`src/rtl/slr_pkg.sv`:
```
package slr_pkg;

    localparam int BYTE_W  = 8;
    localparam int NIB_W   = 4;
    localparam int XW      = 8;
    localparam int PIX_W   = NIB_W + 1;
    localparam int ROM_AW  = 15;
    localparam int HALF_PX = 16;
    localparam int FCNT_W  = 5;

    localparam logic [PIX_W-1:0] SPR_TAG = PIX_W'(5'h10);

    // Entry fields in byte order: flags/size, inverted Y, tile, X.
    typedef struct packed {
        logic              vflip;
        logic              hflip;
        logic              dwide;
        logic [4:0]        vsize;
        logic [BYTE_W-1:0] ypos_n;
        logic [BYTE_W-1:0] tile;
        logic [BYTE_W-1:0] xpos;
    } spr_attr_t;

    typedef enum logic [2:0] {
        ST_IDLE,
        ST_ATTR,
        ST_EVAL,
        ST_PIX,
        ST_NEXT
    } scan_st_e;

    typedef struct packed {
        logic          lo_nib;
        logic [XW:0]   x;
    } fetch_tag_t;

    function automatic logic [BYTE_W-1:0] spr_row_delta(
        input logic [BYTE_W-1:0] line,
        input spr_attr_t         a
    );
        logic [BYTE_W-1:0] ytop;
        ytop = ~a.ypos_n;
        return line - ytop;
    endfunction

    function automatic logic spr_covers(
        input logic [BYTE_W-1:0] delta,
        input spr_attr_t         a
    );
        return delta <= {3'b000, a.vsize};
    endfunction

    function automatic logic [ROM_AW-1:0] spr_rom_addr(
        input spr_attr_t         a,
        input logic [BYTE_W-1:0] delta,
        input logic [3:0]        cnt,
        input logic              second
    );
        logic       bit7;
        logic       bit8;
        logic [3:0] row;
        bit8 = a.tile[1] ^ (a.dwide & ~a.hflip);
        bit7 = ~(~((a.vflip ^ delta[4]) & a.vsize[4]) & a.tile[0]);
        row  = a.vflip ? ~delta[3:0] : delta[3:0];
        return {a.tile[7:2], bit8 ^ second, bit7, row, cnt[3:1]};
    endfunction

    function automatic logic [NIB_W-1:0] nib_pick(
        input logic [BYTE_W-1:0] data,
        input logic              lo
    );
        return lo ? data[3:0] : data[7:4];
    endfunction

    function automatic logic nib_opaque(input logic [NIB_W-1:0] n);
        return (n != '0) && (n != '1);
    endfunction

endpackage

```
`src/rtl/slr_addr_gen.sv`:
```
module slr_addr_gen
    import slr_pkg::*;
(
    input  spr_attr_t                 attr,
    input  logic [BYTE_W-1:0]         line,
    input  logic [FCNT_W-1:0]         fcnt,
    output logic                      hit,
    output logic                      last,
    output logic [ROM_AW-1:0]         rom_addr,
    output fetch_tag_t                tag
);

    logic [BYTE_W-1:0] delta;
    logic [3:0]        col;
    logic [3:0]        cnt;
    logic              second;

    always_comb begin
        delta    = spr_row_delta(line, attr);
        hit      = spr_covers(delta, attr);
        col      = fcnt[3:0];
        second   = fcnt[FCNT_W-1];
        cnt      = attr.hflip ? ~col : col;
        last     = attr.dwide ? (fcnt == FCNT_W'(2*HALF_PX-1))
                              : (fcnt == FCNT_W'(HALF_PX-1));
        rom_addr = spr_rom_addr(attr, delta, cnt, second);
        tag.lo_nib = cnt[0];
        tag.x      = {1'b0, attr.xpos} + (XW+1)'(fcnt);
    end

endmodule

```
`src/rtl/slr_pix_pipe.sv`:
```
module slr_pix_pipe
    import slr_pkg::*;
(
    input  logic              clk,
    input  logic              rst,
    input  logic              issue,
    input  fetch_tag_t        tag_in,
    input  logic [BYTE_W-1:0] rom_data,
    output logic              wr_en,
    output logic [XW-1:0]     wr_x,
    output logic [PIX_W-1:0]  wr_val
);

    logic       vld_q;
    fetch_tag_t tag_q;
    logic [NIB_W-1:0] nib;

    always_ff @(posedge clk) begin
        if (rst) begin
            vld_q <= 1'b0;
            tag_q <= '0;
        end else begin
            vld_q <= issue;
            if (issue) tag_q <= tag_in;
        end
    end

    always_comb begin
        nib    = nib_pick(rom_data, tag_q.lo_nib);
        wr_en  = vld_q && nib_opaque(nib) && !tag_q.x[XW];
        wr_x   = tag_q.x[XW-1:0];
        wr_val = SPR_TAG | PIX_W'(nib);
    end

endmodule

```
`src/rtl/slr_line_buf.sv`:
```
module slr_line_buf
    import slr_pkg::*;
#(
    parameter int DEPTH = 256
) (
    input  logic                     clk,
    input  logic                     rst,
    input  logic                     clr,
    input  logic                     we,
    input  logic [$clog2(DEPTH)-1:0] wa,
    input  logic [PIX_W-1:0]         wd,
    input  logic [$clog2(DEPTH)-1:0] ra,
    output logic [PIX_W-1:0]         rd
);

    logic [PIX_W-1:0] mem [DEPTH];

    always_ff @(posedge clk) begin
        if (rst || clr) begin
            for (int k = 0; k < DEPTH; k++) mem[k] <= '0;
        end else if (we) begin
            mem[wa] <= wd;
        end
    end

    assign rd = mem[ra];

endmodule

```
`src/rtl/sprite_line_renderer.sv`:
```
module sprite_line_renderer
    import slr_pkg::*;
#(
    parameter int ENTRY_W = 8
) (
    input  logic                 clk,
    input  logic                 rst,
    input  logic                 line_start,
    input  logic [7:0]           line_num,
    output logic [ENTRY_W+1:0]   attr_addr,
    input  logic [7:0]           attr_data,
    output logic [14:0]          rom_addr,
    input  logic [7:0]           rom_data,
    input  logic [7:0]           rd_x,
    output logic [4:0]           rd_pix,
    output logic                 busy,
    output logic                 done
);

    localparam int BYTES_PER = 4;
    localparam int BC_W      = $clog2(BYTES_PER) + 1;
    localparam int LINE_PX   = 1 << XW;
    localparam logic [ENTRY_W-1:0] LAST_IDX = '1;

    scan_st_e            st_q;
    logic [ENTRY_W-1:0]  idx_q;
    logic [BC_W-1:0]     bc_q;
    logic [FCNT_W-1:0]   fcnt_q;
    logic [BYTE_W-1:0]   line_q;
    spr_attr_t           attr_q;
    logic                done_q;

    logic                hit;
    logic                last;
    fetch_tag_t          tag;
    logic                issue;
    logic                clr;
    logic                wr_en;
    logic [XW-1:0]       wr_x;
    logic [PIX_W-1:0]    wr_val;

    slr_addr_gen u_addr (
        .attr     (attr_q),
        .line     (line_q),
        .fcnt     (fcnt_q),
        .hit      (hit),
        .last     (last),
        .rom_addr (rom_addr),
        .tag      (tag)
    );

    assign issue = (st_q == ST_PIX);
    assign clr   = (st_q == ST_IDLE) && line_start;

    slr_pix_pipe u_pipe (
        .clk      (clk),
        .rst      (rst),
        .issue    (issue),
        .tag_in   (tag),
        .rom_data (rom_data),
        .wr_en    (wr_en),
        .wr_x     (wr_x),
        .wr_val   (wr_val)
    );

    slr_line_buf #(.DEPTH(LINE_PX)) u_buf (
        .clk (clk),
        .rst (rst),
        .clr (clr),
        .we  (wr_en),
        .wa  (wr_x),
        .wd  (wr_val),
        .ra  (rd_x),
        .rd  (rd_pix)
    );

    always_ff @(posedge clk) begin
        if (rst) begin
            st_q   <= ST_IDLE;
            idx_q  <= '0;
            bc_q   <= '0;
            fcnt_q <= '0;
            line_q <= '0;
            attr_q <= '0;
            done_q <= 1'b0;
        end else begin
            done_q <= 1'b0;
            unique case (st_q)
                ST_IDLE: begin
                    if (line_start) begin
                        line_q <= line_num;
                        idx_q  <= '0;
                        bc_q   <= '0;
                        st_q   <= ST_ATTR;
                    end
                end
                ST_ATTR: begin
                    bc_q <= bc_q + 1'b1;
                    unique case (bc_q)
                        BC_W'(1): attr_q[31:24] <= attr_data;
                        BC_W'(2): attr_q[23:16] <= attr_data;
                        BC_W'(3): attr_q[15:8]  <= attr_data;
                        BC_W'(4): attr_q[7:0]   <= attr_data;
                        default: ;
                    endcase
                    if (bc_q == BC_W'(BYTES_PER)) st_q <= ST_EVAL;
                end
                ST_EVAL: begin
                    fcnt_q <= '0;
                    st_q   <= hit ? ST_PIX : ST_NEXT;
                end
                ST_PIX: begin
                    fcnt_q <= fcnt_q + 1'b1;
                    if (last) st_q <= ST_NEXT;
                end
                ST_NEXT: begin
                    bc_q <= '0;
                    if (idx_q == LAST_IDX) begin
                        st_q   <= ST_IDLE;
                        done_q <= 1'b1;
                    end else begin
                        idx_q <= idx_q + 1'b1;
                        st_q  <= ST_ATTR;
                    end
                end
                default: st_q <= ST_IDLE;
            endcase
        end
    end

    assign attr_addr = {idx_q, bc_q[1:0]};
    assign busy      = (st_q != ST_IDLE);
    assign done      = done_q;

endmodule

```
`config.mk`:
```
export PLATFORM = sky130hd
export DESIGN_NAME = sprite_line_renderer
export DESIGN_NICKNAME = d
export VERILOG_FILES = /design/src/rtl/slr_pkg.sv /design/src/rtl/slr_addr_gen.sv /design/src/rtl/slr_pix_pipe.sv /design/src/rtl/slr_line_buf.sv /design/src/rtl/sprite_line_renderer.sv
export SDC_FILE = /design/constraint.sdc
export NUM_CORES = 2
export LEC_CHECK = 0
export BUFFER_PORTS_ARGS = -buffer_cell sky130_fd_sc_hd__clkbuf_2
export CAP_MARGIN = 15
export CORE_MARGIN = 10
export CORE_UTILIZATION = 55
export CTS_CLUSTER_SIZE = 12
export DETAILED_ROUTE_END_ITERATION = 16
export PLACE_DENSITY = 0.68
export SLEW_MARGIN = 5
export SYNTH_ARGS = -nofsm -noshare
export SYNTH_HDL_FRONTEND = slang
export SYNTH_SLANG_ARGS = --single-unit
```
`constraint.sdc`:
```
create_clock -name clk -period 3.8 [get_ports clk]
set_input_delay 0.76 -clock clk [delete_from_list [all_inputs] [get_ports clk]]
set_output_delay 0.76 -clock clk [all_outputs]
set_load 0.05 [all_outputs]
```
==> summary.md <==
| Metric | Value |
|---|---|
| Final ANT Viol Nets | 0 |
| Worst Skew | 18.7 ps |
| Maximum Capacitance Violations | 0 |
| Routed vias/inst | 6.31 |
| Clock Sinks | 1351 |
| RSZ-0062 raised after global routing | true |
| Port Buffer Count | 66 |
| Critical Path Source | rd_x[0] |
| Status | finished with violations |
| Initial Util | 55.4% |
| Worst path arrival time | 3370 ps |
| Critical Path End | rd_pix[3] |
| # fillers | 7960 |
| FMAX | 242 MHz |
| Net count of the mapped netlist | 4883 |
| Synth async-reset ratio | 0% |
| Library cells used by synthesis | 64 |
| Share of cells above drive strength 1 | 20.4% |
| Final worst slack | -327 ps |
| Clk Latency, worst-skew pair | 750 ps |
| Part of the cycle the worst path needs | 109% |
| DRC viols | 0 |
| Synth Warn # | 0 |
| HP Class | in2reg |
| First-pass GRT wire length | 248 mm |
| Leakage | 23.7 nW |
| Fin util | 63.5% |
| Place WS | -550 ps |
| Failing checks | setup timing |
| Design area | 68000 µm² |
| Startpoint types | primary input |
| Sequential fraction of the synthesis area | 62.9% |
| CTS tree | yes |
| Final net count | 5019 |
| Post-synth EDFFs | 1024 |
| VDD IR max | 0.432 mV |
| DIE WIDTH | 348 µm |
| CTS max path bufs | 3 |
| Worst EP required | 3040 ps |
| Ys flop type | edfxtp_1 |
| Area occupied by multi-input gates | 20100 µm² |
| CORE AREA | 107000 µm² |
| Min Tclk post-route | 4130 ps |
| Max FO, Critical Path | 6 |
| Worst R2R Start | st_q[1]$_SDFFE_PP0P_ |
| Actual slew at the worst max-slew pin | 932 ps |
| CTS Buf Count | 142 |
| Commonest non-fill, non-tap cells in the layout | nor2_1 (1091), edfxtp_1 (1024), o21ai_0 (538), nand2_1 (428), dfxtp_1 (327) |
| Area growth from synthesis to layout | 14.8% |
| Number of global-route vias before repair | 39800 |
| Fin cells | 6473 |
| Die area | 121000 µm² |
| R2r worst-path depth | 8 |
| FP Rows | 120 |
| Drt initial violations | 5062 |
| Largest net degree at the start of global routing | 163 |
| Setup crit end kind | output port |
| Hold buffers post-CTS | 0 |
| DRT Pass-1 Iters | 8 |
| Via count | 40900 |
| Hold Startpoint | line_num[2] |
| Die height | 348 µm |
| Critical path type | in2out |
| HPWL after DPL | 109 mm |
| Initial antenna violation count | 2 |
| H-tree depth | 4 |
| Slew HR | 37.8% |
| Final Hold Viols | 0 |
| Register area | 37300 µm² |
| Routability congestion estimate | 0.901 |
| Max Slew Vio Count | 0 |
| Syn_area_per_cell | 12.3 µm² |
| Placed cells | 6182 |
| R2R setup slack | 460 ps |
| Post-Route WL | 165 mm |
| Clk pin slew, worst setup/hold paths | 60 ps |
| Worst R2R End | u_buf.mem[69][2]$_DFFE_PP_ |
| Grt ovf | 0 |
| GR Util All Layers | 26.8% |
| Netlist Area Pre-Place | 59300 µm² |
| Setup Viol. Count Final | 4 |
| Io pins | 67 |
| Mapped Cells | 4821 |
| Root Driver | clkbuf_16 |
| Antenna Cells | 0 |
| Cell Pwr Density | 473 nW/µm² |
| Commonest non-fill, non-tap cell in the layout | nor2_1 |
| Placed cell areas | 62800 µm² |
| Seq cells post-synth | 1351 |
| WL/cell | 25.5 µm |
[metrics by stage]
step | power (mW) | TNS, ps | hold WS [ps]
final | 32.2 | -1210 | 240
after global routing | 33.0 | -1240 | 236
after CTS | 32.2 | -973 | 200
after detailed placement | 19.2 | -2350 | 437
after global placement | 19.1 | -2460 | 428
after floorplan | 18.3 | 0 | 420
[report_power, final]
| part | switching (mW) | internal [mW] | total [mW] | leakage [nW] |
|---|---|---|---|---|
| clock network | 5.64 | 7.53 | 13.2 | 2.10 |
| registers | 0.205 | 16.5 | 16.7 | 13.7 |
| logic | 1.36 | 0.949 | 2.31 | 7.82 |
| total | 7.21 | 25.0 | 32.2 | 23.7 |
[routing by layer]
metal / vias to the layer above / share of wire, % / GRT usage (%)
met5: - / 0.0097 / 0
met4: 2 / 3.9 / 10.4
met3: 355 / 11 / 5.13
met2: 2395 / 47 / 42.1
met1: 20400 / 39 / 37.0
li1: 17700 / - / -
[synth_stat cells (4+ instances only)]
| master | instances | area share [%] |
|---|---|---|
| a221oi_1 | 9 | 0.13 |
| o32a_1 | 5 | 0.084 |
| nor2b_1 | 20 | 0.21 |
| nor2_1 | 1094 | 6.9 |
| edfxtp_1 | 1024 | 52 |
| dfxtp_1 | 327 | 11 |
| or2_2 | 4 | 0.042 |
| o221ai_1 | 27 | 0.40 |
| nand3_2 | 4 | 0.068 |
| ha_1 | 25 | 0.53 |
| clkbuf_1 | 263 | 1.7 |
| a22o_1 | 9 | 0.13 |
| mux2_2 | 16 | 0.30 |
| nand2_2 | 6 | 0.063 |
| and2_1 | 6 | 0.063 |
| xor2_1 | 17 | 0.25 |
| nor3_1 | 16 | 0.14 |
| a22oi_1 | 12 | 0.15 |
| inv_1 | 16 | 0.10 |
| buf_6 | 21 | 0.40 |
| mux2i_1 | 115 | 1.9 |
| o211ai_1 | 17 | 0.22 |
| nand3b_1 | 4 | 0.051 |
| nand2b_1 | 29 | 0.31 |
| nand3_1 | 44 | 0.37 |
| mux4_2 | 278 | 11 |
| nor4_1 | 5 | 0.053 |
| o22ai_1 | 60 | 0.63 |
| buf_4 | 69 | 0.87 |
| or3_1 | 6 | 0.063 |
| nand2_1 | 436 | 2.8 |
| a21oi_1 | 71 | 0.60 |
| clkbuf_2 | 16 | 0.14 |
| buf_2 | 103 | 0.87 |
| a211oi_1 | 37 | 0.47 |
| xnor2_1 | 8 | 0.12 |
| o21ai_0 | 543 | 4.6 |
| nand4_1 | 11 | 0.12 |
| a21o_1 | 5 | 0.063 |
[state kept, by name, summed over array words and instances (netlist names), 3 cells and up]
| register | cells |
|---|---|
| idx_q | 8 |
| st_q | 3 |
| bc_q | 3 |
| u_pipe.wr_x | 8 |
| fcnt_q | 5 |
| line_q | 8 |
| attr_q | 32 |
| u_buf.mem | 1280 |
[worst max-delay path, stage by stage]
cell	delay, ps
buf_16	150
buf_16	160
buf_6	100
mux4_2	530
o32a_1	330
o221ai_2	200
a211oi_2	90
o211ai_1	110
buf_4	170
nand4_1	310
buf_4	270
buf_12	140
[cells by family (layout without fill, tap and decap cells)]
| family | after synthesis | after routing | share of synthesized area (%) |
|---|---|---|---|
| buf+inv | 489 | 738 | 4.05 |
| flops | 1351 | 1351 | 62.9 |
| xor+xnor | 25 | 25 | 0.369 |
| fa+ha+maj | 27 | 27 | 0.595 |
| simple gates | 1706 | 1706 | 11.5 |
| mux | 411 | 411 | 12.9 |
| compound gates | 812 | 812 | 7.70 |
[worst min path at each step]
stage                                           to  slack [ps]  cells past startpoint
detailed placement   u_buf.mem[30][4]$_SDFFE_PP1P_         440                      2
global route                line_q[2]$_SDFFE_PP0P_         240                      3
CTS                         line_q[0]$_SDFFE_PP0P_         200                      3
global placement    u_buf.mem[143][4]$_SDFFE_PP1P_         430                      2
floorplan           u_buf.mem[102][4]$_SDFFE_PP1P_         420                      2
finish                      line_q[2]$_SDFFE_PP0P_         240                      3
[area by class of cell]
type,instances,share of cell area (%)
multi-input cells,2981,29.5
inverters,16,0.0883
well taps,1403,2.58
clock inverters,30,0.338
clock buffers,227,6.03
repair buffers,465,6.66
flip-flops and latches,1351,54.8
[what timing repair did]
item                                    4_1_cts  5_1_grt
pin swaps                                    18        8
gates cloned                                  5        1
endpoints found under the setup margin        5        6
resized for setup                            84       36
setup buffers                                15       13
Note: power is estimated with default switching activity, not from simulation.
